## src/rtl/ddr_act_pkg.sv

```systemverilog
package ddr_act_pkg;

  typedef enum logic [2:0] {
    CMD_NOP = 3'd0,
    CMD_ACT = 3'd1,
    CMD_RD  = 3'd2,
    CMD_WR  = 3'd3,
    CMD_PRE = 3'd4
  } cmd_e;

  // Smallest whole clock count n with n * tck >= limit (ceiling of the ratio).
  function automatic int ns_to_clk(real lim_ns, real tck_ns);
    int n;
    n = 0;
    while ((n < 65536) && ($itor(n) * tck_ns < lim_ns)) n++;
    return n;
  endfunction

  // Counter width able to hold values 0..c.
  function automatic int cnt_bits(int c);
    return (c < 2) ? 1 : $clog2(c + 1);
  endfunction

  // Value loaded on ACTIVE so that the counter reads zero exactly c cycles later.
  function automatic int load_val(int c);
    return (c > 0) ? c - 1 : 0;
  endfunction

endpackage

```

## src/rtl/ddr_bank_slot.sv

```systemverilog
module ddr_bank_slot
  import ddr_act_pkg::*;
#(
  parameter int ROW_W   = 13,
  parameter int RCD_CYC = 3,
  parameter int RC_CYC  = 9
) (
  input  logic             clk,
  input  logic             rst,
  input  logic             act_take,
  input  logic             pre_take,
  input  logic [ROW_W-1:0] row_in,
  output logic             is_open,
  output logic [ROW_W-1:0] open_row,
  output logic             rcd_done,
  output logic             rc_done
);
  localparam int RCD_W = cnt_bits(RCD_CYC);
  localparam int RC_W  = cnt_bits(RC_CYC);
  localparam logic [RCD_W-1:0] RCD_LD = RCD_W'(load_val(RCD_CYC));
  localparam logic [RC_W-1:0]  RC_LD  = RC_W'(load_val(RC_CYC));

  logic [RCD_W-1:0] rcd_cnt;
  logic [RC_W-1:0]  rc_cnt;

  always_ff @(posedge clk) begin
    if (rst) begin
      is_open  <= 1'b0;
      open_row <= '0;
      rcd_cnt  <= '0;
      rc_cnt   <= '0;
    end else begin
      if (act_take) begin
        is_open  <= 1'b1;
        open_row <= row_in;
        rcd_cnt  <= RCD_LD;
        rc_cnt   <= RC_LD;
      end else begin
        if (pre_take)      is_open <= 1'b0;
        if (rcd_cnt != '0) rcd_cnt <= rcd_cnt - 1'b1;
        if (rc_cnt != '0)  rc_cnt  <= rc_cnt - 1'b1;
      end
    end
  end

  assign rcd_done = (rcd_cnt == '0);
  assign rc_done  = (rc_cnt == '0);

  // a bank only becomes open through an accepted ACTIVE
  p_open_from_act_r9: assert property (@(posedge clk) disable iff (rst)
    $rose(is_open) |-> $past(act_take));
  // precharge closes the bank on the next cycle
  p_pre_closes_r7: assert property (@(posedge clk) disable iff (rst)
    pre_take |=> !is_open);
  // access delay is pending right after an ACTIVE
  p_rcd_pending_r3: assert property (@(posedge clk) disable iff (rst)
    (act_take && (RCD_CYC > 1)) |=> !rcd_done);
  // same-bank spacing is pending right after an ACTIVE
  p_rc_pending_r5: assert property (@(posedge clk) disable iff (rst)
    (act_take && (RC_CYC > 1)) |=> !rc_done);

endmodule

```

## config.mk

```make
export PLATFORM = sky130hd
export DESIGN_NAME = ddr_bank_slot
export DESIGN_NICKNAME = d
export VERILOG_FILES = /design/src/rtl/ddr_act_pkg.sv /design/src/rtl/ddr_bank_slot.sv
export SDC_FILE = /design/constraint.sdc
export NUM_CORES = 1
export LEC_CHECK = 0
export BUFFER_PORTS_ARGS = -buffer_cell sky130_fd_sc_hd__buf_2
export CORE_MARGIN = 3
export CORE_UTILIZATION = 30
export CTS_CLUSTER_SIZE = 14
export DETAILED_ROUTE_END_ITERATION = 16
export GPL_ROUTABILITY_DRIVEN = 1
export PLACE_DENSITY = 0.65
export REMOVE_ABC_BUFFERS = 1
export SLEW_MARGIN = 20
export SYNTH_ARGS = -nofsm -noshare
export SYNTH_HDL_FRONTEND = slang
export SYNTH_SLANG_ARGS = --single-unit
```

## constraint.sdc

```tcl
create_clock -name clk -period 1.4 [get_ports clk]
set_input_delay 0.28 -clock clk [delete_from_list [all_inputs] [get_ports clk]]
set_output_delay 0.28 -clock clk [all_outputs]
set_load 0.01 [all_outputs]
```

==> results.py, run 1 <==
metrics = {
    "power": {
        "p_per_area_nw_per_um2": 1180,
        "clkPwrFrac": 0.271,
        "p_int_mw": 0.9007,
        "combinationalPowerShare": 0.204,
        "swShare": 0.2496,
        "p_total_mw": 1.200,
        "p_switching_mw": 0.2996,
        "power_frac_seq": 0.525,
        "ir_worst_vdd_v": 0.0006824,
        "p_leak_nw": 0.5095,
    },
    "sta": {
        "fin_crit_ns": 1.471,
        "fmaxAchievable_mhz": 679.6,
        "hold_viol": 0,
        "min_period_over_period": 1.051,
        "finalSetupViolCount": 1,
        "max_slew.worst_pin.slew_ns": 0.5069,
        "setup_tns_ns": -0.07136,
        "rsz0062_at_grt": "true",
        "slew_headroom": 0.6620,
        "slew_viol_final": 0,
        "fin_skew_ns": 0.001518,
        "worst_slack_ns": -0.07136,
    },
    "worst_setup_path": {
        "critPathBufInv": 2,
        "critical_path_arrival_ns": 1.19,
        "cpLargestDelayFamily": "flip-flops",
        "slowest_delay_ns": 0.34,
        "worstSetupStartpointType": "flop",
        "cpMaxStageDelayCell": "dfxtp_2",
        "critPathRequiredTime_ns": 1.12,
        "endpoint_kind": "output port",
        "worstPathCellList": "inv_2, ha_4, nor3b_4, buf_2",
        "criticalPathCategory": "reg2out",
        "crit_path_max_fanout": 2,
    },
    "yosys": {
        "yosysWarningCount": 0,
        "async_flop_share": 0,
        "synth_most_common_cell": "dfxtp_1",
        "synth.distinct_cells": 15,
        "synth_area_um2": 752.0,
        "syn_inst": 73,
        "synth_area_per_cell_um2": 10.30,
        "synthTopCellsByArea": "dfxtp_1, mux2i_1, nor2_1",
        "ys_ff_latch": 20,
        "synth.top_cell.area_share": 0.5324,
        "synthTopCellsByCount": "dfxtp_1, nor2_1, mux2i_1, a21oi_1",
        "synth_edf_count": 0,
        "synth_flop_cell": "dfxtp_1",
        "yosysSeqAreaShare": 0.5324,
        "synth_top_area_cell": "dfxtp_1",
    },
    "global_routing": {
        "grt_usage": 0.1054,
        "grt_max_degree": 21,
        "grt_antenna_before_repair": 0,
        "grt_pass1_wl_mm": 2.642,
        "grt_pass1_vias": 619,
        "grt_overflow": 0,
    },
    "route": {
        "via_per_inst": 4.616,
        "vias": 637,
        "drc": 0,
        "first_iter_violations": 0,
        "firstDrtPassIters": 1,
        "ant_nets": 0,
        "routedWlPerCell_um": 11.01,
        "routed_wl_mm": 1.519,
    },
    "placed_design": {
        "port_buffers": 32,
        "gp_congestion": 0.7412,
        "dpl.hpwl_mm": 1.085,
        "dp_cells": 129,
    },
    "status": {
        "failed_checks": "setup timing",
        "status": "finished with violations",
    },
    "finish": {
        "fillers": 228,
        "drive_gt1_frac": 0.4364,
        "instances_no_fill": 138,
        "multi_input_area_um2": 334.1,
        "syn_to_final_growth_pct": 35.28,
        "layout.area.seq_um2": 402.9,
        "nNetsFinal": 129,
        "diodes": 0,
    },
    "worst_hold_path": {
        "min_path_type": "in2reg",
    },
    "floorplanning": {
        "dieArea_um2": 3143,
        "rows": 17,
        "pin_count": 33,
        "start_util": 0.3273,
        "dieWidth_um": 56.07,
        "die_h_um": 56.07,
        "core_um2": 2297,
    },
    "clock_tree": {
        "clk_root_buffer_cell": "clkbuf_4",
        "htreeDepth": 1,
        "cts_buffers": 3,
        "cts_tree": "built",
        "cts_max_path_buffers": 2,
        "clk_pin_slew_ns": 0.11,
        "cts_sinks": 20,
        "clk-insertion-delay-late_ns": 0.29,
    },
    "run": {
        "drv_cap": 0,
    },
}
## flip-flops by register name (all words and copies together) (netlist names)
signal    count
is_open       1
rc_cnt        4
rcd_cnt       2
open_row     13
## kinds of logic after synthesis
kind of cell,Yosys count,synth area share
AOI/OAI and AO/OA,5,0.04658
xor gates and xnor gates,1,0.01165
adders and majority gates,1,0.01664
buffers and inverters,7,0.03992
DFF,20,0.5324
muxes,14,0.1864
and+or+nand+nor,25,0.1664
## power by group through the flow
stage | clock network [mW] | logic (mW) | registers, mW
floorplan | 0 | 0.107 | 0.651
global placement | 0 | 0.199 | 0.639
detailed placement | 0 | 0.206 | 0.641
CTS | 0.348 | 0.239 | 0.631
global route | 0.368 | 0.270 | 0.636
finish | 0.325 | 0.245 | 0.631
## placed cells by master (no fill, tap or decap)
| master | Yosys | routed |
|---|---|---|
| a2111oi_2 | 1 | 1 |
| a21oi_1 | 4 | 4 |
| buf_2 | 3 | 32 |
| buf_4 | 0 | 5 |
| clkbuf_4 | 0 | 3 |
| clkbuf_8 | 0 | 1 |
| dfxtp_1 | 20 | 18 |
| dfxtp_2 | 0 | 2 |
| ha_4 | 0 | 1 |
| inv_1 | 3 | 1 |
| inv_2 | 0 | 2 |
| mux2i_1 | 14 | 14 |
| nand2b_1 | 1 | 1 |
| nor2_1 | 17 | 17 |
| nor2b_1 | 2 | 2 |
| nor3_1 | 3 | 3 |
| nor3b_4 | 1 | 1 |
| nor4b_1 | 1 | 1 |
| xnor2_1 | 1 | 1 |
## per-layer routing
layer  global-route usage  routed length, um  vias to the layer above
met5                    0                  0                        -
met4              0.02034                 10                        0
met3              0.05336                145                        2
met2               0.1987                790                       25
met1               0.1020                572                      291
li1                     -                  -                      319
## timing repair
action | CTS | global route
hold buffers | 0 | 0
resized for setup | 6 | 0
pin swaps | 1 | 2
endpoints found under the setup margin | 2 | 2
setup buffers | 4 | 1
## worst register-to-register path: stages, from the launching register on
cell       delay [ns]
dfxtp_2          0.35
inv_2            0.05
ha_4             0.16
nor3b_4          0.15
buf_4            0.15
a2111oi_2        0.34
## stage by stage
step	area, um2	setup WS, ns	hold slack [ns]	utilization
after floorplan	733.2	0.03296	0.3489	-
after global placement	928.4	0.07185	0.4358	0.4041
after global routing	1017	-0.1229	0.2058	0.4428
final	1017	-0.07136	0.2132	0.4428
after CTS	1010	-0.07932	0.1985	0.4395
after detailed placement	928.4	-0.03322	0.4589	0.4041
## layout make-up
type,count,area share
Inverter,3,0.01107
Tap cell,28,0.03444
Clock buffer,4,0.03567
Timing Repair Buffer,37,0.1943
Multi-Input combinational cell,46,0.3284
Sequential cell,20,0.3961
## worst paths after layout
kind / depth (start not counted) / to / from / slack (ns)
max: 4 / rc_done / rc_cnt[0]$_SDFFE_PP0N_ / -0.07
min: 3 / open_row[2]$_SDFFE_PP0P_ / row_in[2] / 0.21
max reg2reg: 5 / rc_cnt[1]$_SDFFE_PP0N_ / rc_cnt[0]$_SDFFE_PP0N_ / 0.11
min reg2reg: 1 / rcd_cnt[0]$_SDFFE_PP0P_ / rcd_cnt[0]$_SDFFE_PP0P_ / 0.47
(Power assumes the default switching activity.)
==> run 2: changes to the inputs <==
--- a/config.mk
+++ b/config.mk
@@ -6,6 +6,7 @@
 export NUM_CORES = 1
 export LEC_CHECK = 0
 export BUFFER_PORTS_ARGS = -buffer_cell sky130_fd_sc_hd__buf_2
+export CAP_MARGIN = 20
 export CORE_MARGIN = 3
 export CORE_UTILIZATION = 30
 export CTS_CLUSTER_SIZE = 14
==> constraint.sdc (replaced) <==
create_clock -name clk -period 1.4 [get_ports clk]
set_input_delay 0.14 -clock clk [delete_from_list [all_inputs] [get_ports clk]]
set_output_delay 0.14 -clock clk [all_outputs]
set_load 0.01 [all_outputs]
==> run 2 against run 1 <==
Against the previous run: the flow now finishes without violations; non-clock buffer count stayed put; critical path depth stayed put; combinational power shrank 2%; count of clock-buffer cells in the layout is the same; first-iteration DRC count increased by 13; maximum frequency grew 11%; sequential power barely moved; final area is the same; die area did not move; setup slack gained 0.15 ns; global-route usage about the same; largest power group unchanged.
==> results.py, run 2 (synthesis gave the netlist of run 1 again) <==
metrics = {
    "sta": {
        "min_period_over_period": 0.9444,
        "rsz0062_at_grt": "true",
        "fin_crit_ns": 1.322,
        "slew_viol_final": 0,
        "max_slew.worst_pin.slew_ns": 0.5209,
        "holdWs_ns": 0.07760,
        "fmaxAchievable_mhz": 756.4,
        "slew_headroom": 0.6527,
        "hold_viol": 0,
        "fin_skew_ns": 0.0005520,
        "finalSetupViolCount": 0,
    },
    "global_routing": {
        "grtUsageMet3": 0.03016,
        "grt_pass1_wl_mm": 2.635,
        "grt_usage": 0.1050,
        "grt_busiest_layer": "met2",
        "grt_antenna_before_repair": 0,
        "grt_overflow": 0,
        "grt_max_degree": 21,
        "grt_pass1_vias": 591,
        "grt_use_met1": 0.1245,
        "met2_usage": 0.1720,
    },
    "worst_hold_path": {
        "min_to": "open_row[0]$_SDFFE_PP0P_",
        "hold_depth": 3,
        "min_path_type": "in2reg",
        "worstHoldStart": "row_in[0]",
    },
    "power": {
        "ir_worst_vdd_v": 0.0005284,
        "combinationalPowerShare": 0.202,
        "p_int_mw": 0.8981,
        "p_leak_nw": 0.5095,
        "p_per_area_nw_per_um2": 1174,
        "power_frac_seq": 0.528,
        "p_switching_mw": 0.2962,
        "p_total_mw": 1.194,
        "swShare": 0.2480,
        "clkPwrFrac": 0.270,
    },
    "floorplanning": {
        "rows": 17,
        "core_um2": 2297,
        "start_util": 0.3273,
        "die_h_um": 56.07,
        "dieWidth_um": 56.07,
        "pin_count": 33,
        "dieArea_um2": 3143,
    },
    "finish": {
        "drive_gt1_frac": 0.4364,
        "diodes": 0,
        "layout_common_cells": "buf_2, dfxtp_1, nor2_1",
        "largest_reg_flops": 13,
        "nNetsFinal": 129,
        "largestRegisters": "open_row: 13 flops, rc_cnt: 4 flops, rcd_cnt: 2 flops",
        "top_register": "open_row",
        "syn_to_final_growth_pct": 35.28,
        "layout.cells.most_common": "buf_2",
    },
    "clock_tree": {
        "clk_root_buffer_cell": "clkbuf_4",
        "clk_pin_slew_ns": 0.11,
        "cts.hold.buffers_added": 0,
        "clk-insertion-delay-late_ns": 0.29,
        "cts_tree": "built",
        "htreeDepth": 1,
        "cts_max_path_buffers": 2,
        "cts_buffers": 3,
        "cts_sinks": 20,
    },
    "placed_design": {
        "gp_congestion": 0.7226,
        "dpl.hpwl_mm": 1.041,
        "port_buffers": 32,
    },
    "worst_setup_path": {
        "crit_path_max_fanout": 3,
        "criticalPathCategory": "reg2out",
        "critPathRequiredTime_ns": 1.26,
        "r2r_cells": 5,
        "rr_startpoint": "rc_cnt[1]$_SDFFE_PP0N_",
        "worstSetupStartpointType": "flop",
        "critical_path_arrival_ns": 1.18,
        "r2r_end": "rc_cnt[1]$_SDFFE_PP0N_",
        "rrSetupSlack_ns": 0.10,
        "endpoint_kind": "output port",
    },
    "route": {
        "via_per_inst": 4.406,
        "vias": 608,
        "drc": 0,
        "firstDrtPassIters": 3,
        "ant_nets": 0,
        "first_iter_violations": 13,
        "routedWlPerCell_um": 10.69,
        "routed_wl_mm": 1.475,
    },
    "status": {
        "status": "finished clean",
    },
    "run": {
        "drv_cap": 0,
    },
}
-- run 2: metrics by stage --
stage	util	cell area (um2)	worst slack, ns	cells	TNS [ns]
final	0.4428	1017	0.07787	138	0
after global placement	0.4041	928.4	0.07405	129	0
after CTS	0.4276	982.2	0.003833	135	0
after floorplan	-	733.2	0.03296	69	0
after detailed placement	0.4041	928.4	-0.04368	129	-0.04368
after global routing	0.4428	1017	-0.01813	138	-0.01813
-- run 2: worst max-delay path by stage --
stage	start	endpoint	slack (ns)
after global routing	rc_cnt[1]$_SDFFE_PP0N_	rc_done	-0.02
after CTS	rc_cnt[1]$_SDFFE_PP0N_	rc_done	0.004
after global placement	rc_cnt[0]$_SDFFE_PP0N_	rc_cnt[1]$_SDFFE_PP0N_	0.07
after floorplan	rc_cnt[0]$_SDFFE_PP0N_	rc_cnt[1]$_SDFFE_PP0N_	0.03
after detailed placement	rc_cnt[1]$_SDFFE_PP0N_	rc_cnt[1]$_SDFFE_PP0N_	-0.04
final	rc_cnt[1]$_SDFFE_PP0N_	rc_done	0.08
-- run 2: what timing repair did --
action	CTS	global route
buffers inserted	2	3
setup endpoints to repair	2	2
pin swaps	0	1
resized for setup	3	3
cloned	0	0
hold endpoints to repair	0	0
-- run 2: per-layer routing --
layer / up-vias / routed length, um
li1: 319 / -
met1: 267 / 679
met2: 20 / 678
met3: 2 / 105
met4: 0 / 11
met5: - / 0
-- run 2: layout make-up --
cell class	count	area, um2
Fill cell	232	1280
Sequential cell	20	402.9
Multi-Input combinational cell	46	334.1
Timing Repair Buffer	37	197.7
Clock buffer	4	36.28
Tap cell	28	35.03
Inverter	3	11.26
-- run 2: critical path, stage by stage, from the launching register on --
cell	delay [ns]
dfxtp_2	0.34
inv_2	0.07
ha_4	0.13
nor3b_4	0.19
buf_2	0.16
-- run 2: power groups by stage --
stage	sequential [mW]	clock (mW)	combinational, mW
after global placement	0.639	0	0.199
after CTS	0.630	0.344	0.223
after floorplan	0.651	0	0.107
after detailed placement	0.641	0	0.205
final	0.631	0.323	0.241
after global routing	0.638	0.377	0.268
